## config.mk

```make
export PLATFORM = sky130hd
export DESIGN_NAME = calrtc_top
export DESIGN_NICKNAME = d
export VERILOG_FILES = /design/src/rtl/calrtc_pkg.sv /design/src/rtl/calrtc_shadow.sv /design/src/rtl/calrtc_counter.sv /design/src/rtl/calrtc_match.sv /design/src/rtl/calrtc_irq.sv /design/src/rtl/calrtc_top.sv
export SDC_FILE = /design/constraint.sdc
export NUM_CORES = 1
export LEC_CHECK = 0
export ABC_AREA = 1
export CAP_MARGIN = 5
export CORE_MARGIN = 3
export CORE_UTILIZATION = 40
export CTS_CLUSTER_DIAMETER = 120
export CTS_CLUSTER_SIZE = 25
export DETAILED_ROUTE_END_ITERATION = 7
export DONT_BUFFER_PORTS = 1
export PLACE_DENSITY = 0.6
export REMOVE_ABC_BUFFERS = 1
export SYNTH_ARGS = -nofsm -noshare
export SYNTH_HDL_FRONTEND = slang
export SYNTH_SLANG_ARGS = --single-unit
```

## constraint.sdc

```tcl
create_clock -name clk -period 3.5 [get_ports clk]
set_input_delay 0.7 -clock clk [delete_from_list [all_inputs] [get_ports clk]]
set_output_delay 0.7 -clock clk [all_outputs]
set_load 0.1 [all_outputs]
```

## src/rtl/calrtc_pkg.sv

```systemverilog
package calrtc_pkg;
   localparam int NFLD  = 7;
   localparam int FLD_W = 7;

   localparam int IX_SEC  = 0;
   localparam int IX_MIN  = 1;
   localparam int IX_HOUR = 2;
   localparam int IX_DOM  = 3;
   localparam int IX_DOW  = 4;
   localparam int IX_MON  = 5;
   localparam int IX_YEAR = 6;

   localparam int OFS_STATUS = 'h04;
   localparam int OFS_ENABLE = 'h08;
   localparam int OFS_MASK   = 'h10;
   localparam int OFS_TIME   = 'h14;
   localparam int OFS_ALARM  = 'h30;
   localparam int OFS_COMMIT = 'h78;
   localparam int OFS_STEP   = 4;

   typedef logic [FLD_W-1:0] fld_t;
   typedef logic [NFLD-1:0][FLD_W-1:0] cal_vec_t;

   function automatic int fld_bits(input int i);
      case (i)
         IX_SEC, IX_MIN:  return 6;
         IX_HOUR, IX_DOM: return 5;
         IX_DOW:          return 3;
         IX_MON:          return 4;
         default:         return 7;
      endcase
   endfunction

   function automatic fld_t fld_keep(input int i);
      return fld_t'((1 << fld_bits(i)) - 1);
   endfunction

   function automatic fld_t fld_init(input int i);
      return (i == IX_DOM || i == IX_MON) ? fld_t'(1) : fld_t'(0);
   endfunction
endpackage

```

## src/rtl/calrtc_shadow.sv

```systemverilog
module calrtc_shadow
   import calrtc_pkg::*;
(
   input  logic            clk,
   input  logic            rst_n,
   input  logic [NFLD-1:0] wr_stb,
   input  fld_t            wval,
   input  logic            commit,
   output cal_vec_t        shadow,
   output logic [NFLD-1:0] load
);
   logic [NFLD-1:0] dirty;

   always_ff @(posedge clk or negedge rst_n) begin
      if (!rst_n) begin
         shadow <= '0;
         dirty  <= '0;
      end else begin
         for (int i = 0; i < NFLD; i++) begin
            if (wr_stb[i]) begin
               shadow[i] <= wval & fld_keep(i);
               dirty[i]  <= 1'b1;
            end else if (commit) begin
               dirty[i]  <= 1'b0;
            end
         end
      end
   end

   assign load = dirty & {NFLD{commit}};

   // a commit with no concurrent field write leaves nothing pending
   assert_commit_drains_R4: assert property (@(posedge clk) disable iff (!rst_n)
      (commit && !(|wr_stb)) |=> (dirty == '0));
endmodule

```

## src/rtl/calrtc_counter.sv

```systemverilog
module calrtc_counter
   import calrtc_pkg::*;
#(
   parameter bit SKIP_Y100 = 1'b1
) (
   input  logic            clk,
   input  logic            rst_n,
   input  logic            tick,
   input  logic            commit,
   input  logic [NFLD-1:0] load,
   input  cal_vec_t        load_val,
   output cal_vec_t        now
);
   localparam fld_t ONE = fld_t'(1);

   logic     yr_div4, leap;
   fld_t     dim;
   cal_vec_t adv;
   logic     c_sec, c_min, c_hour, c_day, c_mon;

   assign yr_div4 = (now[IX_YEAR][1:0] == 2'b00);

   generate
      if (SKIP_Y100) begin : g_leap_skip
         assign leap = yr_div4 && (now[IX_YEAR] != fld_t'(100));
      end else begin : g_leap_plain
         assign leap = yr_div4;
      end
   endgenerate

   always_comb begin
      case (now[IX_MON])
         fld_t'(2):                                dim = leap ? fld_t'(29) : fld_t'(28);
         fld_t'(4), fld_t'(6), fld_t'(9), fld_t'(11): dim = fld_t'(30);
         default:                                  dim = fld_t'(31);
      endcase
   end

   assign c_sec  = now[IX_SEC]  >= fld_t'(59);
   assign c_min  = c_sec  && (now[IX_MIN]  >= fld_t'(59));
   assign c_hour = c_min  && (now[IX_HOUR] >= fld_t'(23));
   assign c_day  = c_hour && (now[IX_DOM]  >= dim);
   assign c_mon  = c_day  && (now[IX_MON]  >= fld_t'(12));

   always_comb begin
      adv         = now;
      adv[IX_SEC] = c_sec ? '0 : now[IX_SEC] + ONE;
      if (c_sec)  adv[IX_MIN]  = c_min  ? '0 : now[IX_MIN] + ONE;
      if (c_min)  adv[IX_HOUR] = c_hour ? '0 : now[IX_HOUR] + ONE;
      if (c_hour) begin
         adv[IX_DOM] = c_day ? ONE : now[IX_DOM] + ONE;
         adv[IX_DOW] = (now[IX_DOW] >= fld_t'(6)) ? '0 : now[IX_DOW] + ONE;
      end
      if (c_day)  adv[IX_MON]  = c_mon ? ONE : now[IX_MON] + ONE;
      if (c_mon)  adv[IX_YEAR] = now[IX_YEAR] + ONE;
   end

   always_ff @(posedge clk or negedge rst_n) begin
      if (!rst_n) begin
         for (int i = 0; i < NFLD; i++) now[i] <= fld_init(i);
      end else if (commit) begin
         for (int i = 0; i < NFLD; i++) if (load[i]) now[i] <= load_val[i];
      end else if (tick) begin
         now <= adv;
      end
   end

   assert_sec_step_R2: assert property (@(posedge clk) disable iff (!rst_n)
      (tick && !commit && now[IX_SEC] < fld_t'(59)) |=> (now[IX_SEC] == $past(now[IX_SEC]) + ONE));
   assert_day_wrap_R3: assert property (@(posedge clk) disable iff (!rst_n)
      (tick && !commit && c_day) |=> (now[IX_DOM] == ONE));
   assert_idle_hold_R4: assert property (@(posedge clk) disable iff (!rst_n)
      (!tick && !commit) |=> $stable(now));
endmodule

```

## src/rtl/calrtc_match.sv

```systemverilog
module calrtc_match
   import calrtc_pkg::*;
(
   input  cal_vec_t        now,
   input  cal_vec_t        alarm,
   input  logic [NFLD-1:0] mask,
   output logic            hit
);
   logic [NFLD-1:0] agree;

   generate
      for (genvar gi = 0; gi < NFLD; gi++) begin : g_cmp
         assign agree[gi] = mask[gi] || (now[gi] == alarm[gi]);
      end
   endgenerate

   assign hit = &agree;
endmodule

```

## src/rtl/calrtc_irq.sv

```systemverilog
module calrtc_irq (
   input  logic       clk,
   input  logic       rst_n,
   input  logic       tick_q,
   input  logic       hit,
   input  logic       en_wr,
   input  logic [2:0] en_wval,
   input  logic       st_rd,
   output logic [1:0] status,
   output logic [2:0] enable,
   output logic       irq_n
);
   logic alarm_evt, tick_evt;

   assign alarm_evt = tick_q && hit && enable[0];
   assign tick_evt  = tick_q && enable[1];

   always_ff @(posedge clk or negedge rst_n) begin
      if (!rst_n) begin
         status <= '0;
         enable <= '0;
      end else begin
         status <= (st_rd ? 2'b00 : status) | {tick_evt, alarm_evt};
         if (en_wr)                       enable    <= en_wval;
         else if (alarm_evt && enable[2]) enable[0] <= 1'b0;
      end
   end

   assign irq_n = ~(|status);

   assert_tick_flag_R6: assert property (@(posedge clk) disable iff (!rst_n)
      (tick_q && enable[1]) |=> status[1]);
   assert_oneshot_R9: assert property (@(posedge clk) disable iff (!rst_n)
      (tick_q && hit && enable[0] && enable[2] && !en_wr) |=> !enable[0]);
   assert_read_clear_R10: assert property (@(posedge clk) disable iff (!rst_n)
      (st_rd && !tick_q) |=> (status == 2'b00));
   assert_irq_low_R11: assert property (@(posedge clk) disable iff (!rst_n)
      (tick_q && hit && enable[0]) |=> !irq_n);
endmodule

```

## src/rtl/calrtc_top.sv

```systemverilog
module calrtc_top
   import calrtc_pkg::*;
#(
   parameter int ADDR_W    = 8,
   parameter int DATA_W    = 16,
   parameter bit SKIP_Y100 = 1'b1
) (
   input  logic              clk,
   input  logic              rst_n,
   input  logic              tick_1hz,
   input  logic              wr_en,
   input  logic              rd_en,
   input  logic [ADDR_W-1:0] addr,
   input  logic [DATA_W-1:0] wdata,
   output logic [DATA_W-1:0] rdata,
   output logic              irq_n
);
   localparam logic [ADDR_W-1:0] A_STATUS = ADDR_W'(OFS_STATUS);
   localparam logic [ADDR_W-1:0] A_ENABLE = ADDR_W'(OFS_ENABLE);
   localparam logic [ADDR_W-1:0] A_MASK   = ADDR_W'(OFS_MASK);
   localparam logic [ADDR_W-1:0] A_COMMIT = ADDR_W'(OFS_COMMIT);

   generate
      if (ADDR_W < 7) begin : g_bad_addr_w
         $error("calrtc_top: ADDR_W too narrow for the commit offset");
      end
      if (DATA_W <= FLD_W) begin : g_bad_data_w
         $error("calrtc_top: DATA_W must exceed the field storage width");
      end
   endgenerate

   logic [NFLD-1:0] wr_time, wr_alarm, tload, aload;
   logic            wr_commit, tick_q, hit;
   cal_vec_t        tshadow, ashadow, now, alarm;
   logic [NFLD-1:0] mask;
   logic [1:0]      status;
   logic [2:0]      enable;
   logic [DATA_W-1:0] rmux;
   fld_t            wval;
   logic            unused_wdata_hi;

   assign wval            = wdata[FLD_W-1:0];
   assign unused_wdata_hi = ^wdata[DATA_W-1:FLD_W];
   assign wr_commit       = wr_en && (addr == A_COMMIT);

   generate
      for (genvar gi = 0; gi < NFLD; gi++) begin : g_dec
         localparam logic [ADDR_W-1:0] A_T = ADDR_W'(OFS_TIME  + OFS_STEP * gi);
         localparam logic [ADDR_W-1:0] A_A = ADDR_W'(OFS_ALARM + OFS_STEP * gi);
         assign wr_time[gi]  = wr_en && (addr == A_T);
         assign wr_alarm[gi] = wr_en && (addr == A_A);
      end
   endgenerate

   calrtc_shadow u_tstage (.clk(clk), .rst_n(rst_n), .wr_stb(wr_time), .wval(wval),
                           .commit(wr_commit), .shadow(tshadow), .load(tload));
   calrtc_shadow u_astage (.clk(clk), .rst_n(rst_n), .wr_stb(wr_alarm), .wval(wval),
                           .commit(wr_commit), .shadow(ashadow), .load(aload));

   calrtc_counter #(.SKIP_Y100(SKIP_Y100)) u_count (
      .clk(clk), .rst_n(rst_n), .tick(tick_1hz), .commit(wr_commit),
      .load(tload), .load_val(tshadow), .now(now));

   always_ff @(posedge clk or negedge rst_n) begin
      if (!rst_n) begin
         alarm  <= '0;
         mask   <= '0;
         tick_q <= 1'b0;
         rdata  <= '0;
      end else begin
         tick_q <= tick_1hz;
         for (int i = 0; i < NFLD; i++) if (aload[i]) alarm[i] <= ashadow[i];
         if (wr_en && addr == A_MASK) mask <= wdata[NFLD-1:0];
         if (rd_en) rdata <= rmux;
      end
   end

   calrtc_match u_match (.now(now), .alarm(alarm), .mask(mask), .hit(hit));

   calrtc_irq u_irq (
      .clk(clk), .rst_n(rst_n), .tick_q(tick_q), .hit(hit),
      .en_wr(wr_en && addr == A_ENABLE), .en_wval(wdata[2:0]),
      .st_rd(rd_en && addr == A_STATUS),
      .status(status), .enable(enable), .irq_n(irq_n));

   always_comb begin
      rmux = '0;
      if (addr == A_STATUS) rmux[1:0]      = status;
      if (addr == A_ENABLE) rmux[2:0]      = enable;
      if (addr == A_MASK)   rmux[NFLD-1:0] = mask;
      for (int i = 0; i < NFLD; i++) begin
         if (addr == ADDR_W'(OFS_TIME  + OFS_STEP * i)) rmux[FLD_W-1:0] = now[i];
         if (addr == ADDR_W'(OFS_ALARM + OFS_STEP * i)) rmux[FLD_W-1:0] = alarm[i];
      end
   end
endmodule

```

==> results <==
- The flow ran to the end, but the final reports show violations.
- The checks that failed: hold timing.
- The beginning of the critical path is u_count.now[36].
- The final setup violation count is 0.
- Across all hold checks on the routed design, the worst slack comes to -0.0423 ns.
- The mapped netlist covers 9540 um^2.
- The tree is rooted in a sky130_fd_sc_hd__clkbuf_16.
- The fraction of registers with async set or reset after synthesis is 1.00.
- For this block, the initial DRC count from the detailed router was 574.
- Using the TritonRoute via totals, the vias-per-cell ratio works out to 5.21.
- Compared with the post-synthesis result, the final layout area differs by 8.83%.
- Clock-pin slew was measured on the worst setup and hold paths at 0.08 ns.
- The antenna diode count is 0.
- Synthesis produced 1131 cells.
- Detailed routing inserted a total of 7579 vias.
- The die outline width is roughly 160 um.
- Counting the fill cells in the layout gives ~2.3k.
- The row count is 55.
- The total leakage power is 5.00 nW.
- The post-place setup slack is 0.624 ns.
- The number of hold violations in the final report is 35.
- The H-tree depth is 4.
- For the final routed database, the setup TNS stands at 0 ns.
- The final period utilization is 0.818.
- For this run, the top clock speed supported by timing is ~350 MHz.
- The final layout net count is 1171.
- In the routed design, unresolved DRC markers number 0.
- The maximum number of pins on one net before global-route repair is 192.
- The worst slew slack as a fraction of its limit is 0.385.
- Counting flops with a built-in enable in the synthesized netlist gives 0.
- The startpoint-to-endpoint class of the critical path is flop to flop.
- The critical path arrival is 3.22 ns.
- The clock network latency to the later pin of the worst-skew pair is 0.44 ns.
- At the end of the flow the core is filled with cells to 0.450.
- The total overflow left after global routing is 0.
- The most common cell after layout, fill and taps aside is sky130_fd_sc_hd__nand2_1.
- The startpoint identified for the worst register-to-register timing path is u_count.now[36].
- After clock tree synthesis, the setup repair step added 0 buffers.
- Of the synthesized area, sequential elements account for 0.501.
- Setup repair after global routing left no endpoint under its margin.
- Dividing the detail-routed wire length by the instance count gives 17.3 um.
- After synthesis the netlist holds a flip-flop and latch count of around 190.
- After synthesis, the netlist uses 56 different library cells.
- The number of gates resized after CTS was 0.
- The finished cells cover 10400 um^2.
- The prevailing post-synth register cell is sky130_fd_sc_hd__dfrtp_1.
- The synthesized area divided by synthesized cell count is between 8 and 9 um^2.
- After legalization and detailed placement, the total HPWL measured 17.2 mm.
- The largest fanout on the critical path is 14.
- The number of sinks driven by the clock tree is 191.
- In this run the worst hold path is classified as input pin to async pin.
- The number of warnings issued by yosys is 0.
- The worst path required time is 3.86 ns.
- The die extent in y is 160 um.
- The all-layer global routing usage is 0.201.
- Leaving out fill and tap cells, the most frequent cells in the layout are 301 x sky130_fd_sc_hd__nand2_1, 189 x sky130_fd_sc_hd__dfrtp_1, 149 x sky130_fd_sc_hd__o21ai_0.
- The largest total area in the synthesized netlist belongs to sky130_fd_sc_hd__dfrtp_1.
- The floorplan step defined a core boundary enclosing 23100 um^2.
- The worst setup path is captured at a flop.
- During placement, the flow inserted port buffers numbering 0.
- The maximum resistive drop on vdd is 246 uV.
- The via count of the first global-routing pass is 7426.
- At the pin with the least slew margin, the transition time is roughly 0.9 ns.
- The max-capacitance violation count is 0.
- The boundary pin count is 46.
- The top-area cell type share of the netlist area is 0.496.
- The total power divided by cell area is 601 nW/um^2.
- The count of nets left with antenna violations once routing finished came out at 0.
- The power after layout is 6.23 mW.
- For this run, the detailed router's first-pass iteration total came to 5.
- The post-detailed-routing wire length is roughly 25 mm.
- STA classifies the critical path startpoint as a flop.
- In the post-synthesis netlist, the biggest area contributors are sky130_fd_sc_hd__dfrtp_1 50%, sky130_fd_sc_hd__nand2_1 12%, sky130_fd_sc_hd__o21ai_0 7.8%.
- In the final layout, the share of cells above drive strength 1 is 0.0920.
- The number of antenna violations at the first check in global routing came to 0.
- TritonCTS built the clock tree.
- The initial cell density of the core is 0.414.
- The post-route minimum period is between 2 and 3 ns.
- The count of final max-slew check failures is 0.
- Buffers inserted during clock tree synthesis total 17.
- The first global-routing pass estimated ~41 mm of wire.
- Summing all placed instances gives a cell area of 9820 um^2.
- The area of the die is roughly 26000 um^2.
- The maximum clock path buffer count is 2.
- The clock skew is 0.0183 ns.
- In this run the register-to-register setup slack is 0.64 ns.
- Setup slack closes at 0.637 ns.
- Routability-driven placement finished with a final weighted congestion of 0.880.
[registers in the layout (all words and copies together), names as in the netlist]
register,flops
u_count.now,49
alarm,36
u_astage.shadow,36
u_tstage.shadow,36
mask,7
rdata,7
u_astage.dirty,7
u_tstage.dirty,7
u_irq.enable,3
u_irq.status,2
tick_q,1
[path summary, 6_finish.rpt]
| check | endpoint | depth (start not counted) |
|---|---|---|
| min in group clk | tick_q | 0 |
| min | u_tstage.shadow[17] | 0 |
| max | u_count.now[45] | 16 |
| max in group asynchronous | mask[3] | 0 |
| min reg2reg | u_astage.dirty[1] | 2 |
| max reg2reg | u_count.now[45] | 16 |
[layout make-up]
class / count / area [um^2] / share of cell area
flip-flops and latches: 191 / 4780 / 0.461
multi-input cells: 787 / 4130 / 0.398
inverters: 125 / 470 / 0.0453
clock buffers: 18 / 439 / 0.0423
well taps: 313 / 392 / 0.0377
clock inverters: 14 / 123 / 0.0118
repair buffers: 6 / 45.0 / 0.00434
[cell usage after synthesis, types with 5 or more instances]
| cell type | instances |
|---|---|
| sky130_fd_sc_hd__dfrtp_1 | 189 |
| sky130_fd_sc_hd__o21ai_0 | 149 |
| sky130_fd_sc_hd__buf_2 | 7 |
| sky130_fd_sc_hd__o211ai_1 | 12 |
| sky130_fd_sc_hd__xnor2_1 | 13 |
| sky130_fd_sc_hd__inv_1 | 114 |
| sky130_fd_sc_hd__nor2_1 | 72 |
| sky130_fd_sc_hd__nand2_1 | 301 |
| sky130_fd_sc_hd__buf_4 | 10 |
| sky130_fd_sc_hd__clkbuf_1 | 16 |
| sky130_fd_sc_hd__ha_1 | 14 |
| sky130_fd_sc_hd__nor2_2 | 6 |
| sky130_fd_sc_hd__a22oi_1 | 11 |
| sky130_fd_sc_hd__a221oi_1 | 5 |
| sky130_fd_sc_hd__o21ai_1 | 5 |
| sky130_fd_sc_hd__nand4_1 | 18 |
| sky130_fd_sc_hd__nor3_1 | 9 |
| sky130_fd_sc_hd__xor2_1 | 15 |
| sky130_fd_sc_hd__mux2_2 | 26 |
| sky130_fd_sc_hd__o22ai_1 | 10 |
| sky130_fd_sc_hd__inv_2 | 8 |
| sky130_fd_sc_hd__nand3_1 | 30 |
| sky130_fd_sc_hd__a31oi_1 | 6 |
| sky130_fd_sc_hd__a21oi_1 | 36 |
[metrics by stage]
step | std cells | hold slack [ns]
4_1_cts | 1454 | -0.0519
6_report | 1454 | -0.0423
3_5_place_dp | 1422 | 0.418
5_1_grt | 1454 | -0.0610
3_3_place_gp | 1422 | 0.419
2_1_floorplan | 1103 | 0.404
[power by group]
| group | switching, mW | leakage [nW] | internal [mW] |
|---|---|---|---|
| combinational | 0.842 | 2.28 | 0.566 |
| clock | 0.937 | 0.279 | 0.956 |
| sequential | 0.389 | 2.44 | 2.54 |
| total | 2.17 | 5.00 | 4.06 |
[layer usage]
metal | part of all wire | up-vias | global-route usage
met5 | 0 | - | 0
met4 | 0.022 | 0 | 0.0627
met3 | 0.050 | 39 | 0.0397
met2 | 0.47 | 166 | 0.327
met1 | 0.46 | 3668 | 0.273
li1 | - | 3706 | -
[cells by family (layout without fill, tap and decap cells)]
family                     after synthesis  after routing  synth area share
muxes                                   27             27            0.0318
buffers and inverters                  161            163            0.0691
AOI/OAI and AO/OA                      256            256             0.155
xor gates and xnor gates                28             28            0.0257
other                                    1              9          0.000393
adders and majority gates               14             14            0.0184
and+or+nand+nor                        453            453             0.198
DFF                                    191            191             0.501
[critical path, stage by stage (launching register included)]
cell and delay [ns]:
sky130_fd_sc_hd__dfrtp_1 0.45, sky130_fd_sc_hd__inv_1 0.19, sky130_fd_sc_hd__ha_1 0.17, sky130_fd_sc_hd__o21ai_0 0.07, sky130_fd_sc_hd__a221oi_1 0.27, sky130_fd_sc_hd__a21oi_1 0.09
sky130_fd_sc_hd__ha_1 0.28, sky130_fd_sc_hd__inv_1 0.03, sky130_fd_sc_hd__a21boi_0 0.15, sky130_fd_sc_hd__o211ai_1 0.10, sky130_fd_sc_hd__nand2_1 0.08, sky130_fd_sc_hd__nand2_2 0.09
sky130_fd_sc_hd__clkinv_2 0.09, sky130_fd_sc_hd__nand2_4 0.07, sky130_fd_sc_hd__o22ai_4 0.38, sky130_fd_sc_hd__o211ai_1 0.16, sky130_fd_sc_hd__o21ai_0 0.11
No activity file was read; power rests on OpenSTA's default activity.
